File: src/rtl/osr_uart_rx_pkg.sv
package osr_uart_rx_pkg;

    typedef enum logic [2:0] {
        ST_IDLE,
        ST_START,
        ST_DATA,
        ST_PARITY,
        ST_STOP,
        ST_HOLD
    } rx_state_t;

    // status captured by the receiver; overrun is added in the queue
    typedef struct packed {
        logic ferr;
        logic perr;
        logic brk;
    } rx_flags_t;

endpackage

File: src/rtl/osr_rx_fsm.sv
module osr_rx_fsm
    import osr_uart_rx_pkg::*;
#(
    parameter int DATA_W = 8,
    parameter int LEN_W  = 2,
    parameter int OVS_HI = 16,
    parameter int OVS_LO = 8
) (
    input  logic              clk,
    input  logic              rst_n,
    input  logic              rx_i,
    input  logic              tick_i,
    input  logic              mode8_i,
    input  logic [LEN_W-1:0]  len_sel_i,
    input  logic              par_en_i,
    input  logic              par_odd_i,
    output logic              busy_o,
    output logic              push_o,
    output logic [DATA_W-1:0] data_o,
    output rx_flags_t         flags_o
);

    localparam int CNT_W    = $clog2(OVS_HI);
    localparam int BIT_W    = $clog2(DATA_W);
    localparam int MIN_BITS = DATA_W - (2 ** LEN_W) + 1;

    rx_state_t         state, nxt;
    logic [CNT_W-1:0]  cnt;
    logic [BIT_W-1:0]  bit_idx;
    logic [DATA_W-1:0] shreg;
    logic              par_bit;
    logic [CNT_W-1:0]  mid_lim, bit_lim;
    logic [BIT_W-1:0]  last_idx;
    logic              mid_hit, bit_hit;

    always_comb begin
        mid_lim  = mode8_i ? CNT_W'(OVS_LO / 2 - 1) : CNT_W'(OVS_HI / 2 - 1);
        bit_lim  = mode8_i ? CNT_W'(OVS_LO - 1) : CNT_W'(OVS_HI - 1);
        last_idx = BIT_W'(MIN_BITS - 1) + BIT_W'(len_sel_i);
        mid_hit  = tick_i && (cnt == mid_lim);
        bit_hit  = tick_i && (cnt == bit_lim);
    end

    // state register
    always_ff @(posedge clk or negedge rst_n) begin
        if (!rst_n) state <= ST_IDLE;
        else        state <= nxt;
    end

    // next state and outputs
    always_comb begin
        nxt    = state;
        busy_o = (state != ST_IDLE);
        unique case (state)
            ST_IDLE:   if (tick_i && !rx_i) nxt = ST_START;
            ST_START:  if (mid_hit) nxt = rx_i ? ST_IDLE : ST_DATA;
            ST_DATA:   if (bit_hit && bit_idx == last_idx)
                           nxt = par_en_i ? ST_PARITY : ST_STOP;
            ST_PARITY: if (bit_hit) nxt = ST_STOP;
            ST_STOP:   if (bit_hit) nxt = rx_i ? ST_IDLE : ST_HOLD;
            ST_HOLD:   if (tick_i && rx_i) nxt = ST_IDLE;
            default:   nxt = ST_IDLE;
        endcase
    end

    // datapath: tick counter, shift register, result capture
    always_ff @(posedge clk or negedge rst_n) begin
        if (!rst_n) begin
            cnt     <= '0;
            bit_idx <= '0;
            shreg   <= '0;
            par_bit <= 1'b0;
            push_o  <= 1'b0;
            data_o  <= '0;
            flags_o <= '0;
        end else begin
            push_o <= 1'b0;
            if (tick_i) begin
                unique case (state)
                    ST_IDLE: begin
                        cnt     <= CNT_W'(1);
                        bit_idx <= '0;
                        shreg   <= '0;
                        par_bit <= 1'b0;
                    end
                    ST_START: cnt <= mid_hit ? '0 : cnt + 1'b1;
                    ST_DATA: begin
                        cnt <= bit_hit ? '0 : cnt + 1'b1;
                        if (bit_hit) begin
                            shreg[bit_idx] <= rx_i;
                            bit_idx        <= bit_idx + 1'b1;
                        end
                    end
                    ST_PARITY: begin
                        cnt <= bit_hit ? '0 : cnt + 1'b1;
                        if (bit_hit) par_bit <= rx_i;
                    end
                    ST_STOP: begin
                        cnt <= bit_hit ? '0 : cnt + 1'b1;
                        if (bit_hit) begin
                            push_o       <= 1'b1;
                            data_o       <= shreg;
                            flags_o.ferr <= !rx_i;
                            flags_o.perr <= par_en_i && (par_bit != ((^shreg) ^ par_odd_i));
                            flags_o.brk  <= !rx_i && (shreg == '0) && !(par_en_i && par_bit);
                        end
                    end
                    ST_HOLD: cnt <= '0;
                    default: cnt <= '0;
                endcase
            end
        end
    end

endmodule

File: src/rtl/osr_rx_queue.sv
module osr_rx_queue
    import osr_uart_rx_pkg::*;
#(
    parameter int DATA_W = 8,
    parameter int DEPTH  = 4
) (
    input  logic              clk,
    input  logic              rst_n,
    input  logic              push_i,
    input  logic [DATA_W-1:0] data_i,
    input  rx_flags_t         flags_i,
    input  logic              pop_i,
    output logic [DATA_W-1:0] head_data_o,
    output logic [3:0]        head_stat_o,
    output logic              empty_o,
    output logic              full_o
);

    localparam int PTR_W = (DEPTH > 1) ? $clog2(DEPTH) : 1;
    localparam int CNT_W = $clog2(DEPTH + 1);

    logic [DATA_W-1:0] data_mem [DEPTH];
    rx_flags_t         flag_mem [DEPTH];
    logic [DEPTH-1:0]  ovr_mem;
    logic [PTR_W-1:0]  wr_ptr, rd_ptr, newest;
    logic [CNT_W-1:0]  count;
    logic              do_wr, do_rd;

    always_comb begin
        empty_o = (count == '0);
        full_o  = (count == CNT_W'(DEPTH));
        do_wr   = push_i && !full_o;
        do_rd   = pop_i && !empty_o;
        newest  = (wr_ptr == '0) ? PTR_W'(DEPTH - 1) : wr_ptr - 1'b1;
        head_data_o = data_mem[rd_ptr];
        head_stat_o = {flag_mem[rd_ptr], ovr_mem[rd_ptr]};
    end

    always_ff @(posedge clk or negedge rst_n) begin
        if (!rst_n) begin
            wr_ptr  <= '0;
            rd_ptr  <= '0;
            count   <= '0;
            ovr_mem <= '0;
            for (int i = 0; i < DEPTH; i++) begin
                data_mem[i] <= '0;
                flag_mem[i] <= '0;
            end
        end else begin
            if (do_wr) begin
                data_mem[wr_ptr] <= data_i;
                flag_mem[wr_ptr] <= flags_i;
                ovr_mem[wr_ptr]  <= 1'b0;
                wr_ptr <= (wr_ptr == PTR_W'(DEPTH - 1)) ? '0 : wr_ptr + 1'b1;
            end else if (push_i) begin
                ovr_mem[newest] <= 1'b1;
            end
            if (do_rd)
                rd_ptr <= (rd_ptr == PTR_W'(DEPTH - 1)) ? '0 : rd_ptr + 1'b1;
            count <= count + CNT_W'(do_wr) - CNT_W'(do_rd);
        end
    end

endmodule

File: src/rtl/osr_uart_rx.sv
module osr_uart_rx
    import osr_uart_rx_pkg::*;
#(
    parameter int DATA_W = 8,
    parameter int LEN_W  = 2,
    parameter int DEPTH  = 4
) (
    input  logic              clk,
    input  logic              rst_n,
    input  logic              rx_i,
    input  logic              os_tick_i,
    input  logic              os_mode8_i,
    input  logic [LEN_W-1:0]  len_sel_i,
    input  logic              par_en_i,
    input  logic              par_odd_i,
    input  logic              rd_en_i,
    output logic [DATA_W-1:0] rd_data_o,
    output logic [3:0]        rd_stat_o,
    output logic              rd_empty_o
);

    logic              busy_w, push_w, full_w;
    logic [DATA_W-1:0] pdata_w;
    rx_flags_t         pflags_w;

    osr_rx_fsm #(.DATA_W(DATA_W), .LEN_W(LEN_W)) u_fsm (
        .clk       (clk),
        .rst_n     (rst_n),
        .rx_i      (rx_i),
        .tick_i    (os_tick_i),
        .mode8_i   (os_mode8_i),
        .len_sel_i (len_sel_i),
        .par_en_i  (par_en_i),
        .par_odd_i (par_odd_i),
        .busy_o    (busy_w),
        .push_o    (push_w),
        .data_o    (pdata_w),
        .flags_o   (pflags_w)
    );

    osr_rx_queue #(.DATA_W(DATA_W), .DEPTH(DEPTH)) u_queue (
        .clk         (clk),
        .rst_n       (rst_n),
        .push_i      (push_w),
        .data_i      (pdata_w),
        .flags_i     (pflags_w),
        .pop_i       (rd_en_i),
        .head_data_o (rd_data_o),
        .head_stat_o (rd_stat_o),
        .empty_o     (rd_empty_o),
        .full_o      (full_w)
    );

endmodule

File: config.mk
export PLATFORM = sky130hd
export DESIGN_NAME = osr_uart_rx
export DESIGN_NICKNAME = d
export VERILOG_FILES = /design/src/rtl/osr_uart_rx_pkg.sv /design/src/rtl/osr_rx_fsm.sv /design/src/rtl/osr_rx_queue.sv /design/src/rtl/osr_uart_rx.sv
export SDC_FILE = /design/constraint.sdc
export NUM_CORES = 1
export LEC_CHECK = 0
export BUFFER_PORTS_ARGS = -buffer_cell sky130_fd_sc_hd__buf_2
export CAP_MARGIN = 10
export CORE_ASPECT_RATIO = 0.75
export CORE_UTILIZATION = 40
export DETAILED_ROUTE_END_ITERATION = 16
export PLACE_DENSITY = 0.57
export RECOVER_POWER = 25
export SYNTH_ARGS = -nofsm -noshare
export SYNTH_HDL_FRONTEND = slang
export SYNTH_SLANG_ARGS = --single-unit
export TNS_END_PERCENT = 5
File: constraint.sdc
create_clock -name clk -period 2.95 [get_ports clk]
set_clock_uncertainty 0.2 [all_clocks]
set_input_delay 0 -clock clk [delete_from_list [all_inputs] [get_ports clk]]
set_output_delay 0 -clock clk [all_outputs]
set_load 0.01 [all_outputs]
Word level (Yosys, flattened, before mapping)
Index checks and enable logic that the tools add are counted.
{ "classes": {"addsub": 8, "mul": 0, "n_div": 0, "order_cmp": 10, "n_eq_ne": 19, "shifts": 0, "mux": 50, "bitwise_logic": 6, "n_reduce_logical": 32} }
{ "ops": {"columns": ["op", "n"], "rows": [
  ["3-bit two-way mux", 13],
  ["32-bit bitwise mux", 1],
  ["8-bit two-way mux", 4],
  ["4-bit two-way mux", 5],
  ["3-bit one-hot mux with 6 select lines", 1],
  ["8-bit binary-select mux with 2-bit select", 1],
  ["8-bit demux with 2-bit select", 1],
  ["8-bit one-hot mux with 2 select lines", 1],
  ["1-bit logical AND", 15],
  ["2-bit by 1-bit inequality test with 1-bit output, second input constant", 7],
  ["12-bit bitwise mux", 1],
  ["4-bit one-hot mux with 3 select lines", 1],
  ["3-bit == test, second input constant", 3],
  ["2-bit by 3-bit less-than comparator with 1-bit output, second input constant", 3],
  ["3-bit AND reduction", 3],
  ["8-bit bitwise mux", 1],
  ["4-bit == test", 2],
  ["8-bit logical NOT", 1],
  ["1-bit two-way mux", 8],
  ["2-bit two-way mux", 4],
  ["8-bit parity", 1],
  ["3-bit binary-select mux with 2-bit select", 1],
  ["3-bit demux with 2-bit select", 1],
  ["3-bit by 2-bit == test with 1-bit output, second input constant", 2],
  ["32 further kinds", 44]
]} }
{ "word_totals": {"ff_bits": 86, "latchBits": 0, "ram_bits": 0, "rom_bits": 0, "in_bits": 10, "out_inout_bits": 13, "memories": 0} }

Logic depth before layout (Yosys ltp)
Gate-level depths: netlist of the first run.
{ "logic_depth": {"depth_word": 9, "ltp_mapped": 10} }

Cells and area by module
From an unflattened synthesis of the first run, not the netlist that was laid out.
{ "unflattened": {"hier_cells": 354, "hier_area_um2": 4456.8} }
{ "modules_own_cells": {"columns": ["module", "instances", "cells_each", "area_per_inst_um2", "seq_area_each_um2"], "rows": [
  ["osr_rx_queue", 1, 161, 2675.1, 1376.3],
  ["osr_rx_fsm", 1, 193, 1781.7, 775.7]
]} }

Least setup slack after synthesis of the first run
OpenSTA, ideal clock, no wires.
{ "synth_timing": {"path_kind": "reg-to-reg", "startpoint": "register u_queue.count[1]", "endpoint": "register u_queue.count[2]", "setup_ns": 0.124, "t_arrival_ns": 2.159, "required_ns": 2.626, "path_slack_ns": 0.467, "stages_incl_launch_ff": 11, "path_cell_list": "dfrtp_1 nor3_1 nand2b_1 inv_1 ha_1 inv_1 ha_1 inv_1 fa_1 xnor2_1 xnor2_1"} }
{ "synth_lines": {"columns": ["element", "line_no", "text"], "rows": [
  ["start: declaration", "osr_rx_queue.sv:26", "logic [CNT_W-1:0] count;"],
  ["start signal: assignment", "osr_rx_queue.sv:60", "count <= count + CNT_W'(do_wr) - CNT_W'(do_rd);"],
  ["3-bit logical NOT", "osr_rx_queue.sv:30", "empty_o = (count == '0);"],
  ["net rd_empty_o", "osr_uart_rx.sv:19", "output logic rd_empty_o"],
  ["1-bit logical NOT", "osr_rx_queue.sv:33", "do_rd = pop_i && !empty_o;"],
  ["1-bit logical AND", "osr_rx_queue.sv:33", null],
  ["net u_queue.do_rd", "osr_rx_queue.sv:27", "logic do_wr, do_rd;"],
  ["3-bit by 1-bit subtractor with 3-bit output", "osr_rx_queue.sv:60", null]
]} }
The timed path passes the listed nets, and every way through them passes these cells.
A chain may end at the register's enable or synchronous reset.

Worst setup path in the final report of the first run
{ "layout_timing": {"startpoint": "register u_fsm.cnt[0]", "endpoint": "register u_fsm.par_bit"} }
{ "layout_via": {"elab_chain_len": 4} }
{ "layout_lines": {"columns": ["element", "line_no", "text"], "rows": [
  ["start: declaration", "osr_rx_fsm.sv:28", "logic [CNT_W-1:0] cnt;"],
  ["start signal: assignment", "osr_rx_fsm.sv:86", "ST_START: cnt <= mid_hit ? '0 : cnt + 1'b1;"],
  ["start signal: assignment", "osr_rx_fsm.sv:88", "cnt <= bit_hit ? '0 : cnt + 1'b1;"],
  ["start signal: assignment", "osr_rx_fsm.sv:95", "cnt <= bit_hit ? '0 : cnt + 1'b1;"],
  ["4-bit == test", "osr_rx_fsm.sv:41", "bit_hit = tick_i && (cnt == bit_lim);"],
  ["1-bit logical AND", "osr_rx_fsm.sv:41", null],
  ["2-bit by 1-bit inequality test with 1-bit output (no line)", null, null],
  ["3-bit AND reduction (no line)", null, null],
  ["end signal: assignment", "osr_rx_fsm.sv:96", "if (bit_hit) par_bit <= rx_i;"],
  ["end: declaration", "osr_rx_fsm.sv:31", "logic par_bit;"]
]} }
No other way between the ends.

==> key figures, run 1 <==
Setup path
  • CP most frequent cell: dlygate4sd3_1
  • Critical R2R Launch: u_fsm.cnt[0]$_DFFE_PN0P_
  • Crit end category: flip-flop
  • WP data required: slightly above 3 ns
  • WP buf/inv: 2
  • CP peak stage delay: between 0.5 and 0.6 ns
  • Crit path max-delay family: buffers and inverters
  • CP startpoint: u_fsm.cnt[0]$_DFFE_PN0P_
  • Worst path cell trace: ha_1 > nand3_1 > or2_4 > nor3_2 > nand2_1 > dlygate4sd3_1 > o21ai_0 > dlygate4sd3_1
  • CP Launch Type: flip-flop
  • CP arrival: around 2.8 ns
  • Crit Path Category: flip-flop to flip-flop
  • Slowest stage cell, crit path: dlygate4sd3_1
  • Largest fanout on the critical path: 6

Route
  • WL final: 7667 µm
  • Via density: between 5 and 6
  • Routed via count: 2,653
  • Remaining antenna violation count after routing: 0
  • Wire per inst: 14.83 µm
  • First DRT Iteration DRCs: 201
  • Drt drc: 0
  • DRT Pass-1 Iters: 4

Power and ir drop
  • Clk pwr share: 0.335
  • VDD IR max: approximately 0.00032 V
  • Pwr Total: 0.003467 W
  • Internal power: ~0.0024 W
  • Register share of total power: 0.437
  • Logic pwr share: 0.228
  • Pwr Density: around 720 nW/µm²
  • LEAKAGE: ~2.3 nW
  • NetSw: 0.001088 W
  • Switching share of power: 0.3139

STA
  • Worst slew pin tran: between 2 and 2.5 ns
  • Smallest hold slack: ~0.10 ns
  • Rel. slew slack: -0.4040
  • Final Cycle Share: 0.9277
  • Tmin final: between 2 and 3 ns
  • Max Freq: ~370 MHz
  • Final setup viols: 0
  • Max Slew Vio Count: between 80 and 90
  • Final TNS setup: 0 ns
  • RSZ-0062 raised after global routing: false
  • Final hold violations: 0

Layout
  • Antenna diodes: 0
  • Area Overhead vs Synth: 14.85%
  • Layout cell share with drive strength beyond 1: 0.2649
  • Nets: 404

Synth
  • Post-synth EDFFs: 0
  • Post-Syn Area: 4197 µm²
  • Syn_area_per_cell: 11.89 µm²
  • Async S/R FF share, synth: 1.000
  • Flops & latches, synth: 86
  • Distinct cell type count after synthesis: 46
  • Post-synthesis net count: approximately 380
  • Synth Instances: around 350
  • Most used DFF post-synth: dfrtp_1
  • Yosys warns: 0
  • Sequential share of the synthesized area: 0.5128

Min path
  • Worst hold path class: primary input to flip-flop
  • Hold wc startpoint: os_mode8_i

Floorplanning
  • FP Rows: 31
  • Starting Density: 0.4226
  • Die width: ~120 µm
  • Full die area: ~11,000 µm²
  • Core ar.: around 9900 µm²
  • Die Y-Extent: 90.71 µm
  • Number of I/O pins: 23

Run status
  • Failing checks: capacitance limit, slew limit
  • Outcome: finished with violations

Placement
  • Hpwl dp: ~5200 µm
  • Input/output buffers: 22
  • GPL Wtd Cong: ~0.73

Global routing
  • GR Util All Layers: 0.1586
  • Initial antenna violation count: 0
  • GRT overflow: 0
  • First-pass GRT wire length: ~14,000 µm
  • Largest net degree at the start of global routing: between 80 and 90
  • Number of global-route vias before repair: ~2,700

Clock network
  • CTS tree: done
  • Max clock buf depth: 2
  • CTS root buf: clkbuf_16
  • Clock buffer count from CTS: 9
  • # Post-CTS Setup Buffers: 0
  • CTS clk-pin slew, worst paths: around 0.06 ns
  • Clock Sink Count: between 80 and 90
  • H-tree lvl count: 3
  • Worst skew pair latency: about 0.33 ns

Run
  • Maxcap violations: 1
-- Yosys cell counts, types with 4 or more instances --
| cell type | n | area (µm²) |
|---|---|---|
| a21oi_1 | 11 | 55.05 |
| nand2_1 | 42 | 157.7 |
| ha_1 | 13 | 162.7 |
| xnor2_1 | 10 | 87.58 |
| nor3_1 | 4 | 20.02 |
| inv_1 | 22 | 82.58 |
| mux4_2 | 12 | 270.3 |
| clkbuf_1 | 10 | 37.54 |
| nor2_1 | 13 | 48.80 |
| o21ai_0 | 19 | 95.09 |
| buf_2 | 7 | 35.03 |
| mux2_2 | 45 | 506.7 |
| nand3_1 | 9 | 45.04 |
| dfrtp_1 | 86 | 2152 |
| mux2i_1 | 9 | 90.09 |
-- final cells by class --
type	count	area [µm²]
multi-input cells	226	1882
well taps	132	165.2
inverters	22	82.58
clock inverters	4	53.80
repair buffers	35	227.7
fillers	885	5110
flip-flops and latches	86	2152
clock buffers	12	256.5
-- metrics by stage --
step	setup slack (ns)	util	area [µm²]	cells
detailed placement	0.5021	0.4441	4409	491
CTS	0.09187	0.4854	4820	517
finish	0.2133	0.4854	4820	517
global placement	0.5939	0.4441	4409	491
floorplan	0.4672	-	4197	353
global route	0.02763	0.4854	4820	517
-- state kept, by name, indices dropped and copies added, names as in the netlist, 2 cells and up --
| name | flops |
|---|---|
| u_queue.rd_ptr | 2 |
| u_queue.wr_ptr | 2 |
| u_fsm.shreg | 8 |
| u_queue.ovr_mem | 4 |
| u_fsm.cnt | 4 |
| u_queue.count | 3 |
| u_fsm.data_o | 8 |
| u_queue.flag_mem | 12 |
| u_fsm.state | 3 |
| u_fsm.bit_idx | 3 |
| u_queue.data_mem | 32 |
| u_fsm.flags_o | 3 |
-- path summary, 6_finish.rpt --
path	end	slack [ns]	cells past startpoint
max reg2reg	u_fsm.par_bit$_DFFE_PN0P_	0.21	8
min in group asynchronous	u_queue.count[1]$_DFF_PN0_	0.59	2
min	u_fsm.cnt[2]$_DFFE_PN0P_	0.10	6
min reg2reg	u_queue.data_mem[2]$_DFFE_PN0P_	0.30	1
max in group asynchronous	u_queue.rd_ptr[1]$_DFFE_PN0P_	0.70	2
max	u_fsm.par_bit$_DFFE_PN0P_	0.21	8
-- per-layer routing --
| layer | global-route usage | up-vias | share of wire |
|---|---|---|---|
| met4 | 0.04630 | 0 | 0.014 |
| li1 | - | 1285 | - |
| met2 | 0.2352 | 36 | 0.43 |
| met3 | 0.03788 | 8 | 0.032 |
| met5 | 0 | - | 0 |
| met1 | 0.2298 | 1324 | 0.52 |
-- worst reg2reg max path: stages, from the launching register on --
cell and delay [ns]:
dfrtp_1 0.39, ha_1 0.22, nand3_1 0.12, or2_4 0.30
nor3_2 0.20, nand2_1 0.06, dlygate4sd3_1 0.55, o21ai_0 0.07
dlygate4sd3_1 0.56
-- layout by cell type (no fill, tap or decap), drive strengths merged, types with 2 or more instances in the layout --
| cell | count |
|---|---|
| a21boi | 3 |
| a21oi | 12 |
| and3 | 2 |
| buf | 22 |
| clkbuf | 15 |
| clkinvlp | 2 |
| dfrtp | 86 |
| dlygate4sd3 | 10 |
| ha | 13 |
| inv | 23 |
| mux2 | 47 |
| mux2i | 9 |
| mux4 | 12 |
| nand2 | 43 |
| nand2b | 2 |
| nand3 | 9 |
| nand3b | 2 |
| nand4b | 2 |
| nor2 | 13 |
| nor2b | 2 |
| nor3 | 4 |
| nor3b | 2 |
| o21ai | 20 |
| o2bb2ai | 2 |
| o31ai | 2 |
| xnor2 | 10 |
-- kinds of logic after synthesis --
family	synth area share
buffers and inverters	0.04055
AND/OR/NAND/NOR	0.08945
XOR/XNOR	0.02296
AO/OA/AOI/OAI	0.07872
multiplexers	0.2120
flip-flops	0.5128
adder cells (fa/ha/maj)	0.04353
-- timing repair --
| item | in CTS | in global routing |
|---|---|---|
| hold endpoints to repair | 100 | 0 |
| resized for setup | 0 | 2 |
| hold buffers | 10 | 0 |
| endpoints found under the setup margin | 0 | 1 |
-- power groups by stage --
stage / Clock, W / Combinational (W) / Sequential [W]
final: 0.00116 / 0.000790 / 0.00152
after global placement: 0 / 0.000765 / 0.00154
after global routing: 0.00124 / 0.000915 / 0.00155
after CTS: 0.00120 / 0.000803 / 0.00152
after floorplan: 0 / 0.000728 / 0.00140
after detailed placement: 0 / 0.000782 / 0.00154
Note: power is estimated with default switching activity, not from simulation.
==> run 2, diff against run 1 <==
- CORE_UTILIZATION: 40 -> 51
- PLACE_DENSITY: 0.57 -> 0.69
==> key figures, run 2 (same netlist as run 1, synthesis figures left out) <==
Run status
  • Outcome: finished with violations (unchanged)
  • Failing checks: capacitance limit, slew limit (unchanged)

Setup path
  • Crit end category: flip-flop (unchanged)
  • Largest fanout on the critical path: 6 (unchanged)
  • CP Launch Type: flip-flop (unchanged)
  • Crit Path Category: flip-flop to flip-flop (unchanged)
  • CP most frequent cell: dlygate4sd3_1 (unchanged)
  • CP peak stage delay: 0.55 ns (was 0.56 ns)
  • Worst path cell trace: ha_1 > nand3_1 > or2_4 > nor3_2 > nand2_1 > dlygate4sd3_1 > o21ai_0 > dlygate4sd3_1 (unchanged)
  • WP data required: 3.05 ns (was 3.02 ns)
  • Slowest stage cell, crit path: dlygate4sd3_1 (unchanged)
  • Crit path max-delay family: buffers and inverters (unchanged)
  • CP arrival: 2.85 ns (was 2.81 ns)
  • WP buf/inv: 2 (unchanged)

Clock network
  • CTS tree: done (unchanged)
  • Clock Sink Count: 86 (unchanged)
  • H-tree lvl count: 3 (unchanged)
  • # Post-CTS Setup Buffers: 0 (unchanged)
  • CTS root buf: clkbuf_8 (was clkbuf_16)
  • CTS clk-pin slew, worst paths: 0.09 ns (was 0.06 ns)
  • Max clock buf depth: 2 (unchanged)
  • Clock buffer count from CTS: 9 (unchanged)
  • Worst skew pair latency: 0.37 ns (was 0.33 ns)

STA
  • Tmin final: 2.748 ns (was 2.737 ns)
  • Final hold violations: 0 (unchanged)
  • Rel. slew slack: -0.4218 (was -0.4040)
  • Max Slew Vio Count: 87 (unchanged)
  • RSZ-0062 raised after global routing: false (unchanged)
  • Worst Setup Slack, final: 0.2017 ns (was 0.2133 ns)
  • Final Cycle Share: 0.9316 (was 0.9277)
  • Final TNS setup: 0 ns (unchanged)
  • Max Freq: 363.9 MHz (was 365.4 MHz)
  • Final setup viols: 0 (unchanged)
  • Worst slew pin tran: 2.133 ns (was 2.106 ns)

Placement
  • Input/output buffers: 22 (unchanged)
  • GPL Wtd Cong: 0.8273 (was 0.7346)
  • Cell total after placement: 464 (was 491)
  • Post-Place Setup Slack: 0.5163 ns (was 0.5021 ns)
  • Hpwl dp: 5537 µm (was 5211 µm)

Global routing
  • GRT overflow: 0 (unchanged)
  • Number of global-route vias before repair: 2,792 (was 2,708)
  • GR Util All Layers: 0.2082 (was 0.1586)
  • Initial antenna violation count: 0 (unchanged)
  • First-pass GRT wire length: 13,610 µm (was 13,570 µm)
  • Largest net degree at the start of global routing: 87 (unchanged)

Power and ir drop
  • Pwr Total: 0.003092 W (was 0.003467 W)
  • Pwr Density: 664.4 nW/µm² (was 719.4 nW/µm²)
  • LEAKAGE: 2.257 nW (was 2.313 nW)
  • VDD IR max: 0.0004502 V (was 0.0003216 V)

Route
  • Wire per inst: 16.37 µm (was 14.83 µm)
  • WL final: 8007 µm (was 7667 µm)
  • Via density: 5.491 (was 5.132)
  • Top routing layer in use: met4 (unchanged)
  • Met1 wire length: 3756 µm (was 4020 µm)
  • Drt drc: 0 (unchanged)
  • Met2 wire length: 3829 µm (was 3296 µm)
  • Remaining antenna violation count after routing: 0 (unchanged)
  • DRT Pass-1 Iters: 4 (unchanged)
  • DR WL met3: 301 µm (was 243 µm)
  • Routed via count: 2,685 (was 2,653)
  • First DRT Iteration DRCs: 162 (was 201)

Floorplanning
  • Core ar.: 7918 µm² (was 9930 µm²)
  • Number of I/O pins: 23 (unchanged)
  • Die width: 106.7 µm (was 120.3 µm)
  • FP Rows: 28 (was 31)
  • Starting Density: 0.5300 (was 0.4226)
  • Die Y-Extent: 80.56 µm (was 90.71 µm)
  • Full die area: 8599 µm² (was 10,910 µm²)

Layout
  • Max FFs per register: 32 (unchanged)
  • Largest reg by FF count: u_queue.data_mem (unchanged)
  • Nets: 403 (was 404)
  • Area Overhead vs Synth: 10.91% (was 14.85%)
  • Commonest non-fill, non-tap cells in the layout: 86 x dfrtp_1, 45 x mux2_2, 42 x nand2_1, 22 x inv_1, 20 x buf_2 (unchanged)
  • Final cell count without fillers: 489 (was 517)
  • Largest regs: u_queue.data_mem x32, u_queue.flag_mem x12 (unchanged)
  • Most common cell after layout, fill and taps aside: dfrtp_1 (unchanged)
  • Layout cell share with drive strength beyond 1: 0.2682 (was 0.2649)
  • Filler cell count in the final layout: 668 (was 885)
  • Antenna diodes: 0 (unchanged)

Min path
  • Worst hold path class: primary input to flip-flop (unchanged)

Run
  • Maxcap violations: 1 (unchanged)
run 2: through the flow:
step                      hold slack [ns]  utilization  instance area (µm²)
final                             0.02942       0.5879                 4654
after global routing              0.05532       0.5879                 4654
after CTS                        0.009880       0.5879                 4654
after detailed placement          0.06665       0.5526                 4375
after global placement            0.06483       0.5526                 4375
after floorplan                   -0.4956            -                 4197
run 2: layout make-up:
cell class / instances / area, µm² / area share
multi-input combinational: 226 / 1882 / 0.4043
sequential: 86 / 2152 / 0.4624
clock buffer: 10 / 137.6 / 0.02957
tap: 105 / 131.4 / 0.02823
timing repair buffer: 34 / 217.7 / 0.04677
clock inverter: 6 / 51.30 / 0.01102
inverter: 22 / 82.58 / 0.01774
run 2: worst reg2reg max path: stages (launching register included):
cell and delay (ns):
dfrtp_1 0.39, ha_1 0.22, nand3_1 0.13, or2_4 0.31
nor3_2 0.20, nand2_1 0.07, dlygate4sd3_1 0.55, o21ai_0 0.06
dlygate4sd3_1 0.55
run 2: path summary, 6_finish.rpt:
path	start	endpoint	slack, ns	cells past startpoint
max in group asynchronous	rst_n	u_queue.data_mem[19]$_DFFE_PN0P_	0.72	2
worst min-delay path	len_sel_i[0]	u_fsm.state[1]$_DFFE_PN0P_	0.03	5
min in group asynchronous	rst_n	u_queue.ovr_mem[1]$_DFFE_PN0P_	0.56	2
worst max register to register	u_fsm.cnt[0]$_DFFE_PN0P_	u_fsm.par_bit$_DFFE_PN0P_	0.20	8
worst max-delay path	u_fsm.cnt[0]$_DFFE_PN0P_	u_fsm.par_bit$_DFFE_PN0P_	0.20	8
worst min register to register	u_queue.flag_mem[3]$_DFFE_PN0P_	u_queue.flag_mem[3]$_DFFE_PN0P_	0.31	1
run 2: routing by layer:
metal  global-route usage  up-vias
li1                     -     1284
met1               0.2644     1338
met2               0.3432       48
met3              0.05114       15
met4              0.08493        0
met5                    0        -
run 2: report_power, final:
part / leakage (nW) / total, W / internal, W / switching [W]
Clock: 0.0939 / 0.000796 / 0.000341 / 0.000455
Sequential: 1.18 / 0.00155 / 0.00129 / 0.000254
Combinational: 0.985 / 0.000751 / 0.000366 / 0.000385
run 2: timing repair:
| item | in CTS | in global routing |
|---|---|---|
| endpoints found under the setup margin | 0 | 1 |
| hold endpoints to repair | 109 | 0 |
| hold buffers | 9 | 0 |
| gates resized for setup | 0 | 2 |
==> run 3, diff against run 2 <==
- clock period: 2.95 -> 3.6 ns (I/O delays scaled with it)
==> key figures, run 3 (same netlist as run 1, synthesis figures left out) <==
Setup path
  • CP Launch Type: flip-flop (unchanged)
  • WP data required: 3.70 ns (was 3.05 ns)
  • CP arrival: 2.86 ns (was 2.85 ns)
  • Crit Path Category: flip-flop to flip-flop (unchanged)
  • Largest fanout on the critical path: 22 (was 6)
  • Crit end category: flip-flop (unchanged)

Power and ir drop
  • Internal power: 0.001692 W (was 0.001999 W)
  • Logic pwr share: 0.229 (was 0.243)
  • Register share of total power: 0.500 (about the same)
  • Pwr Density: 557.3 nW/µm² (was 664.4 nW/µm²)
  • Clk pwr share: 0.270 (was 0.257)
  • LEAKAGE: 2.258 nW (was 2.257 nW)
  • NetSw: 0.0008916 W (was 0.001094 W)
  • Pwr Total: 0.002584 W (was 0.003092 W)
  • VDD IR max: 0.0002835 V (was 0.0004502 V)
  • Switching share of power: 0.3451 (was 0.3536)

Layout
  • Layout cell share with drive strength beyond 1: 0.2632 (was 0.2682)
  • Most common cell after layout, fill and taps aside: dfrtp_1 (unchanged)
  • Final Core Density: 0.5855 (was 0.5879)
  • Nets: 399 (was 403)
  • Filler cell count in the final layout: 666 (was 668)
  • Multi-input gate area: 1874 µm² (was 1882 µm²)
  • Largest reg by FF count: u_queue.data_mem (unchanged)
  • Storage cell area: 2152 µm² (unchanged)
  • Commonest non-fill, non-tap cells in the layout: 86 x dfrtp_1, 45 x mux2_2, 42 x nand2_1, 22 x inv_1, 21 x buf_2 (was 86 x dfrtp_1, 45 x mux2_2, 42 x nand2_1, 22 x inv_1, 20 x buf_2)
  • Final cell count without fillers: 485 (was 489)
  • Largest regs: u_queue.data_mem x32, u_queue.flag_mem x12 (unchanged)
  • Antenna diodes: 0 (unchanged)
  • Max FFs per register: 32 (unchanged)
  • Area Overhead vs Synth: 10.47% (was 10.91%)

Placement
  • Cell total after placement: 461 (was 464)
  • Input/output buffers: 22 (unchanged)
  • GPL Wtd Cong: 0.7756 (was 0.8273)
  • Hpwl dp: 5256 µm (was 5537 µm)

Route
  • Drt drc: 0 (unchanged)
  • Via density: 5.472 (was 5.491)
  • DRT Pass-1 Iters: 5 (was 4)
  • Wire per inst: 16.01 µm (was 16.37 µm)
  • Routed via count: 2,654 (was 2,685)
  • First DRT Iteration DRCs: 133 (was 162)
  • Remaining antenna violation count after routing: 0 (unchanged)
  • WL final: 7767 µm (was 8007 µm)

STA
  • Final TNS setup: 0 ns (unchanged)
  • Final Cycle Share: 0.7673 (was 0.9316)
  • Tmin final: 2.762 ns (was 2.748 ns)
  • Max Freq: 362.0 MHz (was 363.9 MHz)
  • Final setup viols: 0 (unchanged)
  • Final hold violations: 0 (unchanged)
  • Rel. slew slack: -0.3803 (was -0.4218)
  • RSZ-0062 raised after global routing: false (unchanged)
  • Smallest hold slack: 0.1144 ns (was 0.02942 ns)
  • Max Slew Vio Count: 87 (unchanged)
  • Worst slew pin tran: 2.070 ns (was 2.133 ns)

Floorplanning
  • Full die area: 8599 µm² (unchanged)
  • Core ar.: 7918 µm² (unchanged)
  • Starting Density: 0.5300 (unchanged)
  • Number of I/O pins: 23 (unchanged)
  • FP Rows: 28 (unchanged)
  • Die Y-Extent: 80.56 µm (unchanged)
  • Die width: 106.7 µm (unchanged)

Clock network
  • Clock buffer count from CTS: 9 (unchanged)
  • Max clock buf depth: 2 (unchanged)
  • CTS clk-pin slew, worst paths: 0.08 ns (was 0.09 ns)
  • CTS root buf: clkbuf_8 (unchanged)
  • H-tree lvl count: 3 (unchanged)
  • # Post-CTS Setup Buffers: 0 (unchanged)
  • CTS tree: done (unchanged)
  • Worst skew pair latency: 0.36 ns (was 0.37 ns)
  • Clock Sink Count: 86 (unchanged)

Min path
  • Worst hold path class: primary input to flip-flop (unchanged)

Global routing
  • GR Util All Layers: 0.2005 (was 0.2082)
  • Largest net degree at the start of global routing: 87 (unchanged)
  • GRT overflow: 0 (unchanged)
  • First-pass GRT wire length: 13,030 µm (was 13,610 µm)
  • Number of global-route vias before repair: 2,574 (was 2,792)
  • Initial antenna violation count: 0 (unchanged)

Run status
  • Outcome: finished with violations (unchanged)
  • Failing checks: capacitance limit, slew limit (unchanged)

Run
  • Maxcap violations: 1 (unchanged)
run 3: through the flow:
step / area, µm² / worst slack [ns]
2_1_floorplan: 4197 / 1.117
3_3_place_gp: 4353 / 1.183
3_5_place_dp: 4353 / 1.105
4_1_cts: 4638 / 0.8516
5_1_grt: 4636 / 0.5364
6_report: 4636 / 0.8377
run 3: repair_timing:
action / CTS / global route
resized for setup: 0 / 0
hold buffers: 8 / 0
endpoints found under the setup margin: 0 / 0
hold endpoints to repair: 107 / 0
run 3: metal layers:
layer,up-vias,track usage,share of wire
met1,1309,0.2824,0.49
met5,-,0,0
li1,1282,-,-
met2,51,0.3058,0.47
met3,12,0.04951,0.034
met4,0,0.06164,0.014
run 3: worst max-delay path: stages, from the launching register on:
cell and delay, ns:
dfrtp_1 0.40, ha_1 0.23, nand3_1 0.11, nor2_1 0.21, nand3_1 0.56, inv_1 0.25, nand3_1 0.11, dlygate4sd3_1 0.57
nand2_1 0.07
run 3: cell type report:
class                   count  share of cell area
flip-flops and latches     86              0.4642
repair buffers             30             0.04103
clock buffers               9             0.02672
clock inverters             7             0.01754
well taps                 105             0.02834
inverters                  22             0.01781
multi-input cells         226              0.4043
run 3: power groups by stage:
stage	clock, W	sequential (W)	combinational (W)
after floorplan	0	0.00114	0.000596
after global placement	0	0.00130	0.000565
after detailed placement	0	0.00131	0.000583
after CTS	0.000719	0.00129	0.000599
after global routing	0.000758	0.00132	0.000669
final	0.000699	0.00129	0.000592
run 3: worst paths after layout:
check	startpoint	endpoint	slack (ns)	cells after the start
hold reg to reg	u_queue.data_mem[9]$_DFFE_PN0P_	u_queue.data_mem[9]$_DFFE_PN0P_	0.31	1
setup reg to reg	u_fsm.cnt[0]$_DFFE_PN0P_	u_fsm.flags_o[1]$_DFFE_PN0P_	0.84	8
hold / removal	os_mode8_i	u_fsm.cnt[2]$_DFFE_PN0P_	0.11	6
min in group asynchronous	rst_n	u_queue.flag_mem[11]$_DFFE_PN0P_	0.56	2
max in group asynchronous	rst_n	u_fsm.shreg[4]$_DFFE_PN0P_	1.42	2
setup / recovery	u_fsm.cnt[0]$_DFFE_PN0P_	u_fsm.flags_o[1]$_DFFE_PN0P_	0.84	8
